$ cat config.mk
export PLATFORM = sky130hd
export DESIGN_NAME = i2c_mem_slave
export DESIGN_NICKNAME = d
export VERILOG_FILES = /design/src/rtl/i2c_mem_pkg.sv /design/src/rtl/i2c_line_sync.sv /design/src/rtl/i2c_xfer_fsm.sv /design/src/rtl/mem_page_store.sv /design/src/rtl/i2c_mem_slave.sv
export SDC_FILE = /design/constraint.sdc
export NUM_CORES = 2
export LEC_CHECK = 0
export BUFFER_PORTS_ARGS = -buffer_cell sky130_fd_sc_hd__buf_2
export CORE_ASPECT_RATIO = 1.4
export CORE_UTILIZATION = 45
export CTS_CLUSTER_DIAMETER = 50
export DETAILED_ROUTE_END_ITERATION = 7
export PLACE_DENSITY = 0.62
export SETUP_SLACK_MARGIN = 0.2
export SYNTH_ARGS = -nofsm -noshare
export SYNTH_HDL_FRONTEND = slang
export SYNTH_SLANG_ARGS = --single-unit
$ cat constraint.sdc
create_clock -name clk -period 3.1 [get_ports clk]
set_clock_uncertainty 0.05 [all_clocks]
set_input_delay 0.155 -clock clk [delete_from_list [all_inputs] [get_ports clk]]
set_output_delay 0.155 -clock clk [all_outputs]
set_load 0.005 [all_outputs]
$ cat src/rtl/i2c_mem_pkg.sv
package i2c_mem_pkg;
   typedef enum logic [2:0] {
      XS_IDLE,
      XS_DEV,
      XS_WADDR,
      XS_WDATA,
      XS_RDATA,
      XS_WAIT
   } xfer_state_e;

   localparam int BYTE_BITS = 8;
   localparam int DEV_BITS  = 7;
endpackage

$ cat src/rtl/i2c_line_sync.sv
module i2c_line_sync #(
   parameter int STAGES = 2
) (
   input  logic clk,
   input  logic rst_n,
   input  logic scl_i,
   input  logic sda_i,
   output logic scl_s,
   output logic sda_s,
   output logic scl_rise,
   output logic scl_fall,
   output logic start_det,
   output logic stop_det
);
   logic [STAGES-1:0] scl_ff;
   logic [STAGES-1:0] sda_ff;
   logic              scl_q;
   logic              sda_q;

   // bus idles high, so the chain resets to 1
   always_ff @(posedge clk or negedge rst_n) begin
      if (!rst_n) begin
         scl_ff <= '1;
         sda_ff <= '1;
         scl_q  <= 1'b1;
         sda_q  <= 1'b1;
      end else begin
         scl_ff <= {scl_ff[STAGES-2:0], scl_i};
         sda_ff <= {sda_ff[STAGES-2:0], sda_i};
         scl_q  <= scl_ff[STAGES-1];
         sda_q  <= sda_ff[STAGES-1];
      end
   end

   assign scl_s     = scl_ff[STAGES-1];
   assign sda_s     = sda_ff[STAGES-1];
   assign scl_rise  = scl_s & ~scl_q;
   assign scl_fall  = ~scl_s & scl_q;
   assign start_det = scl_s & scl_q & sda_q & ~sda_s;
   assign stop_det  = scl_s & scl_q & ~sda_q & sda_s;
endmodule

$ cat src/rtl/i2c_xfer_fsm.sv
module i2c_xfer_fsm
   import i2c_mem_pkg::*;
#(
   parameter logic [6:0] DEV_ADDR = 7'h50,
   parameter int         ADDR_W   = 8,
   parameter int         PAGE_W   = 4
) (
   input  logic              clk,
   input  logic              rst_n,
   input  logic              sda_s,
   input  logic              scl_rise,
   input  logic              scl_fall,
   input  logic              start_det,
   input  logic              stop_det,
   input  logic              busy,
   input  logic [7:0]        rd_data,
   output logic              sda_oe,
   output logic [ADDR_W-1:0] ptr,
   output logic              wr_valid,
   output logic [7:0]        wr_data,
   output logic              commit,
   output logic              discard
);
   localparam int CNT_W = $clog2(BYTE_BITS + 1);

   xfer_state_e       st;
   logic [CNT_W-1:0]  bit_cnt;
   logic              in_ack;
   logic [7:0]        shreg;
   logic              rw;
   logic              mack;
   logic              wrote_any;
   logic              byte_done;
   logic              dev_hit;
   logic [PAGE_W-1:0] off_nx;

   assign byte_done = scl_fall & ~in_ack & (bit_cnt == CNT_W'(BYTE_BITS));
   assign dev_hit   = (shreg[7:1] == DEV_ADDR) & ~busy;
   assign off_nx    = ptr[PAGE_W-1:0] + 1'b1;
   assign wr_valid  = (st == XS_WDATA) & byte_done;
   assign wr_data   = shreg;
   assign commit    = stop_det & wrote_any;
   assign discard   = start_det & wrote_any;

   always_ff @(posedge clk or negedge rst_n) begin
      if (!rst_n) begin
         st        <= XS_IDLE;
         bit_cnt   <= '0;
         in_ack    <= 1'b0;
         shreg     <= '0;
         rw        <= 1'b0;
         mack      <= 1'b0;
         wrote_any <= 1'b0;
         sda_oe    <= 1'b0;
         ptr       <= '0;
      end else if (stop_det) begin
         st        <= XS_IDLE;
         bit_cnt   <= '0;
         in_ack    <= 1'b0;
         wrote_any <= 1'b0;
         sda_oe    <= 1'b0;
      end else if (start_det) begin
         st        <= busy ? XS_IDLE : XS_DEV;
         bit_cnt   <= '0;
         in_ack    <= 1'b0;
         wrote_any <= 1'b0;
         sda_oe    <= 1'b0;
      end else begin
         unique case (st)
            XS_DEV, XS_WADDR, XS_WDATA: begin
               if (scl_rise && !in_ack && bit_cnt < CNT_W'(BYTE_BITS)) begin
                  shreg   <= {shreg[6:0], sda_s};
                  bit_cnt <= bit_cnt + 1'b1;
               end else if (byte_done) begin
                  if (st == XS_DEV) begin
                     if (dev_hit) begin
                        rw     <= shreg[0];
                        sda_oe <= 1'b1;
                        in_ack <= 1'b1;
                     end else begin
                        st <= XS_WAIT;
                     end
                  end else if (st == XS_WADDR) begin
                     ptr    <= shreg[ADDR_W-1:0];
                     sda_oe <= 1'b1;
                     in_ack <= 1'b1;
                  end else begin
                     ptr       <= {ptr[ADDR_W-1:PAGE_W], off_nx};
                     wrote_any <= 1'b1;
                     sda_oe    <= 1'b1;
                     in_ack    <= 1'b1;
                  end
               end else if (scl_fall && in_ack) begin
                  in_ack  <= 1'b0;
                  bit_cnt <= '0;
                  if (st == XS_DEV && rw) begin
                     st     <= XS_RDATA;
                     shreg  <= rd_data;
                     sda_oe <= ~rd_data[7];
                  end else begin
                     sda_oe <= 1'b0;
                     st     <= (st == XS_DEV) ? XS_WADDR : XS_WDATA;
                  end
               end
            end
            XS_RDATA: begin
               if (in_ack) begin
                  if (scl_rise) begin
                     mack <= ~sda_s;
                  end else if (scl_fall) begin
                     in_ack  <= 1'b0;
                     bit_cnt <= '0;
                     if (mack) begin
                        shreg  <= rd_data;
                        sda_oe <= ~rd_data[7];
                     end else begin
                        st     <= XS_WAIT;
                        sda_oe <= 1'b0;
                     end
                  end
               end else begin
                  if (scl_rise) begin
                     bit_cnt <= bit_cnt + 1'b1;
                  end else if (scl_fall) begin
                     if (bit_cnt == CNT_W'(BYTE_BITS)) begin
                        sda_oe <= 1'b0;
                        in_ack <= 1'b1;
                        ptr    <= ptr + 1'b1;
                     end else begin
                        shreg  <= {shreg[6:0], 1'b0};
                        sda_oe <= ~shreg[6];
                     end
                  end
               end
            end
            default: begin
               sda_oe <= 1'b0;
            end
         endcase
      end
   end
endmodule

$ cat src/rtl/mem_page_store.sv
module mem_page_store #(
   parameter int ADDR_W      = 8,
   parameter int PAGE_W      = 4,
   parameter int PROG_CYCLES = 5000
) (
   input  logic              clk,
   input  logic              rst_n,
   input  logic              wr_valid,
   input  logic [ADDR_W-1:0] wr_addr,
   input  logic [7:0]        wr_data,
   input  logic              commit,
   input  logic              discard,
   input  logic [ADDR_W-1:0] rd_addr,
   output logic [7:0]        rd_data,
   output logic              busy
);
   localparam int DEPTH      = 1 << ADDR_W;
   localparam int PAGE_BYTES = 1 << PAGE_W;
   localparam int BASE_W     = ADDR_W - PAGE_W;

   logic [7:0]            mem  [DEPTH];
   logic [7:0]            pbuf [PAGE_BYTES];
   logic [PAGE_BYTES-1:0] pmask;
   logic [BASE_W-1:0]     pbase;
   logic [PAGE_W-1:0]     woff;

   assign woff = wr_addr[PAGE_W-1:0];

   always_ff @(posedge clk or negedge rst_n) begin
      if (!rst_n) begin
         pmask <= '0;
         pbase <= '0;
      end else if (commit || discard) begin
         pmask <= '0;
      end else if (wr_valid) begin
         pmask[woff] <= 1'b1;
         pbase       <= wr_addr[ADDR_W-1:PAGE_W];
      end
   end

   always_ff @(posedge clk) begin
      if (wr_valid) pbuf[woff] <= wr_data;
   end

   // whole page lands in one cycle; only lanes that were written move
   always_ff @(posedge clk) begin
      if (commit) begin
         for (int i = 0; i < PAGE_BYTES; i++) begin
            if (pmask[i]) mem[{pbase, PAGE_W'(i)}] <= pbuf[i];
         end
      end
      rd_data <= mem[rd_addr];
   end

   generate
      if (PROG_CYCLES > 0) begin : g_timed
         localparam int TW = $clog2(PROG_CYCLES + 1);
         logic [TW-1:0] tmr;
         always_ff @(posedge clk or negedge rst_n) begin
            if (!rst_n)          tmr <= '0;
            else if (commit)     tmr <= TW'(PROG_CYCLES);
            else if (tmr != '0)  tmr <= tmr - 1'b1;
         end
         assign busy = (tmr != '0);
      end else begin : g_instant
         assign busy = 1'b0;
      end
   endgenerate
endmodule

$ cat src/rtl/i2c_mem_slave.sv
module i2c_mem_slave #(
   parameter logic [6:0] DEV_ADDR    = 7'h50,
   parameter int         ADDR_W      = 8,
   parameter int         PAGE_W      = 4,
   parameter int         PROG_CYCLES = 5000,
   parameter int         SYNC_STAGES = 2
) (
   input  logic clk,
   input  logic rst_n,
   input  logic scl_i,
   input  logic sda_i,
   output logic sda_oe_o
);
   generate
      if (ADDR_W > 8 || ADDR_W <= PAGE_W) begin : g_bad_addr
         $error("ADDR_W must exceed PAGE_W and fit one address byte");
      end
      if (PAGE_W < 1) begin : g_bad_page
         $error("PAGE_W must be at least 1");
      end
      if (SYNC_STAGES < 2) begin : g_bad_sync
         $error("SYNC_STAGES must be at least 2");
      end
      if (PROG_CYCLES < 0) begin : g_bad_prog
         $error("PROG_CYCLES must not be negative");
      end
   endgenerate

   logic              scl_s;
   logic              sda_s;
   logic              scl_rise;
   logic              scl_fall;
   logic              start_det;
   logic              stop_det;
   logic              prog_busy;
   logic              commit;
   logic              discard;
   logic              wr_valid;
   logic [7:0]        wr_data;
   logic [7:0]        rd_data;
   logic [ADDR_W-1:0] ptr;

   i2c_line_sync #(.STAGES(SYNC_STAGES)) u_sync (
      .clk       (clk),
      .rst_n     (rst_n),
      .scl_i     (scl_i),
      .sda_i     (sda_i),
      .scl_s     (scl_s),
      .sda_s     (sda_s),
      .scl_rise  (scl_rise),
      .scl_fall  (scl_fall),
      .start_det (start_det),
      .stop_det  (stop_det)
   );

   i2c_xfer_fsm #(
      .DEV_ADDR (DEV_ADDR),
      .ADDR_W   (ADDR_W),
      .PAGE_W   (PAGE_W)
   ) u_fsm (
      .clk       (clk),
      .rst_n     (rst_n),
      .sda_s     (sda_s),
      .scl_rise  (scl_rise),
      .scl_fall  (scl_fall),
      .start_det (start_det),
      .stop_det  (stop_det),
      .busy      (prog_busy),
      .rd_data   (rd_data),
      .sda_oe    (sda_oe_o),
      .ptr       (ptr),
      .wr_valid  (wr_valid),
      .wr_data   (wr_data),
      .commit    (commit),
      .discard   (discard)
   );

   mem_page_store #(
      .ADDR_W      (ADDR_W),
      .PAGE_W      (PAGE_W),
      .PROG_CYCLES (PROG_CYCLES)
   ) u_store (
      .clk      (clk),
      .rst_n    (rst_n),
      .wr_valid (wr_valid),
      .wr_addr  (ptr),
      .wr_data  (wr_data),
      .commit   (commit),
      .discard  (discard),
      .rd_addr  (ptr),
      .rd_data  (rd_data),
      .busy     (prog_busy)
   );
endmodule

==> metrics.cfg <==
[die]
die_area_sq_um = 195000
fp.dieH_microns = 523
ios = 5
rows = 190
die_w_microns = 374
core_area_sq_um = 192000
initial_utilization_pct = 45.4

[sta]
fin_crit_ps = 2960
hold_viol = 0
setup_violations = 0
tightest_slew_ps = 1350
relSlewSlack_pct = 9.73
holdWs_ps = 308
layout_setup_ws_ps = 136
fin_crit_sh_pct = 95.6
slew_violations = 0
clock.fmax_ghz = 0.337
rsz0062_at_grt = yes

[grt]
grt_max_degree = 50
grt_pass1_wl_mm = 458
grt_usage_pct = 36.0
grt_pass1_vias = 48200
overflow = 0
grt_antenna_before_repair = 47

[synth]
netlist_area_sq_um = 87100
ys_async_sr_fraction_pct = 2.98
synth_seq_area_share_pct = 77.1
ys_warn_count = 0
synth_ff_type = edfxtp_1
ys_ff_latch = 2251
synth_edf_count = 2176
ys_types = 77
syn_area_per_cell_sq_um = 20.7
synthCells = 4202
syn-num-nets = 4214

[layout]
syn_to_final_growth_pct = 20.1
mostFrequentLayoutCells = edfxtp_1, buf_4, mux4_2, nor2_1, clkbuf_16
nets = 5130
utilization_pct = 54.5
drive_gt1_share_pct = 35.1
mostFrequentLayoutCell = edfxtp_1

[power_and_ir_drop]
p_switching_mw = 13.4
leakagePower_nw = 33.7
p_total_mw = 62.2
swShare_pct = 21.5
ir_drop_uv = 658
power_frac_comb_pct = 3.2
pwr-share-seq_pct = 53.6
p_clk_share_pct = 43.2
power.density_nw_per_um2 = 594
intPower_mw = 48.8

[route]
viasPerCell = 6.48
wirelength_mm = 354
route.vias.total = 50700
ant_nets = 0
drt_iter0_markers = 8362
post-route-drc-count = 0
dr.pass1.iters = 8
wl_per_cell_microns = 45.2

[worst_hold_path]
hold_class = reg2reg
min_path_cells = 0
hold_end = u_sync.scl_ff[1]
hold_start = u_sync.scl_ff[0]

[placed_design]
place_congestion = 1.06
io_buffers = 4
pre_cts_ws_ps = -86.2
dp_hpwl_mm = 246

[critical_path]
crit_start = u_fsm.ptr[0]
cp.arrival_ps = 3700
cp-end-kind = register
cp.required_ps = 3840
worst-path-max-fanout = 15
r2r_slack_ps = 140
critPathKind = reg2reg
start_kind = register
worstReg2RegStart = u_fsm.ptr[0]
reg2reg_to = u_store.rd_data[1]
reg2regPathDepth = 9

[clock_network]
clock-root-buffer = clkbuf_16
cts_inserted_buffers = 217
cts_max_path_buffers = 4
path_clk_slew_ps = 60
insertion_delay_ps = 910
tritoncts = yes
clock_tree.htree_level_count = 4
clock-sinks = 2251

[run]
max_cap_viol_count = 0

[run_status]
status = finished clean

worst max path at each step:
stage               cells after the start  slack, ps             endpoint
finish                                  9        140   u_store.rd_data[1]
global route                           11        130   u_store.rd_data[2]
CTS                                    10        120   u_store.rd_data[3]
detailed placement                     11        -90   u_store.rd_data[5]
global placement                       11       -230   u_store.rd_data[5]
floorplan                               7        410  u_store.pbuf[15][0]
stage by stage:
| stage | TNS (ps) | std cells | cell area (sq um) |
|---|---|---|---|
| final | 0 | 7816 | 105000 |
| after detailed placement | -128 | 7314 | 96100 |
| after global placement | -330 | 7314 | 96100 |
| after CTS | 0 | 7716 | 103000 |
| after floorplan | 0 | 4202 | 87100 |
| after global routing | 0 | 7793 | 105000 |
worst max-delay path: stages, from the launching register on:
cell       delay, ps
dfrtp_4          440
buf_12           170
clkbuf_16        210
buf_16           190
mux4_2           520
mux2_2           360
a221oi_1         400
a221oi_1         120
o21ai_1          230
o22ai_2          110
Yosys cell counts, types with 21 or more instances:
cell type  number  area, sq um
buf_4          27          203
o21ai_0        63          315
nor3_1         24          120
buf_2          75          375
nor2_1        326         1220
a211oi_1       32          240
buf_6          35          394
mux4_2        481        10800
nand2_1       129          484
clkbuf_1       79          297
and3_1         21          131
a31oi_1        22          138
dfrtp_1        61         1530
a22oi_1        49          368
o22ai_1        30          188
mux2_2         35          394
mux2i_1       173         1730
nand3_1        34          170
a21oi_1        57          285
edfxtp_1     2176        65300
sequential cells by signal (all words and copies together), names as in the netlist, 3 cells and up:
name                 flops
u_fsm.st                 3
u_fsm.bit_cnt            4
u_store.pmask           16
u_store.rd_data          8
u_store.pbuf           128
u_store.mem           2048
u_fsm.ptr                8
u_store.pbase            4
u_fsm.wr_data            8
u_store.g_timed.tmr     13
power by group through the flow:
| stage | clock, mW | sequential (mW) | combinational [mW] |
|---|---|---|---|
| finish | 26.8 | 33.3 | 1.97 |
| global route | 28.0 | 33.3 | 1.99 |
| CTS | 27.0 | 33.3 | 1.88 |
| detailed placement | 0 | 34.0 | 1.86 |
| global placement | 0 | 34.0 | 1.84 |
| floorplan | 0 | 34.0 | 0.776 |
area by class of cell:
class | count | area, sq um
clock inverters | 133 | 1460
well taps | 2496 | 3120
diodes | 31 | 77.6
flip-flops and latches | 2251 | 67200
repair buffers | 931 | 8280
clock buffers | 257 | 5630
inverters | 13 | 48.8
multi-input cells | 1704 | 18800
fillers | 14500 | 87200
cells by family after synthesis:
family	synth area share (%)
DFF	77.1
xor gates and xnor gates	0.0905
adders and majority gates	0.115
and+or+nand+nor	3.11
muxes	14.9
buffers and inverters	1.72
AOI/OAI and AO/OA	2.96
routing by layer:
metal | share of wire, % | routed length (microns) | global-route usage [%]
met3 | 9.4 | 33100 | 6.31
met2 | 47 | 165000 | 56.6
met4 | 10 | 36500 | 30.7
met5 | 0.027 | 97 | 0
met1 | 34 | 119000 | 43.4
what timing repair did:
action	in CTS	in global routing
endpoints found under the setup margin	8	8
hold buffers	7	0
pin swaps	2	13
buffers inserted	4	64
resized for setup	19	106
gates cloned	1	5
hold endpoints to repair	69	0
(Power assumes the default switching activity.)
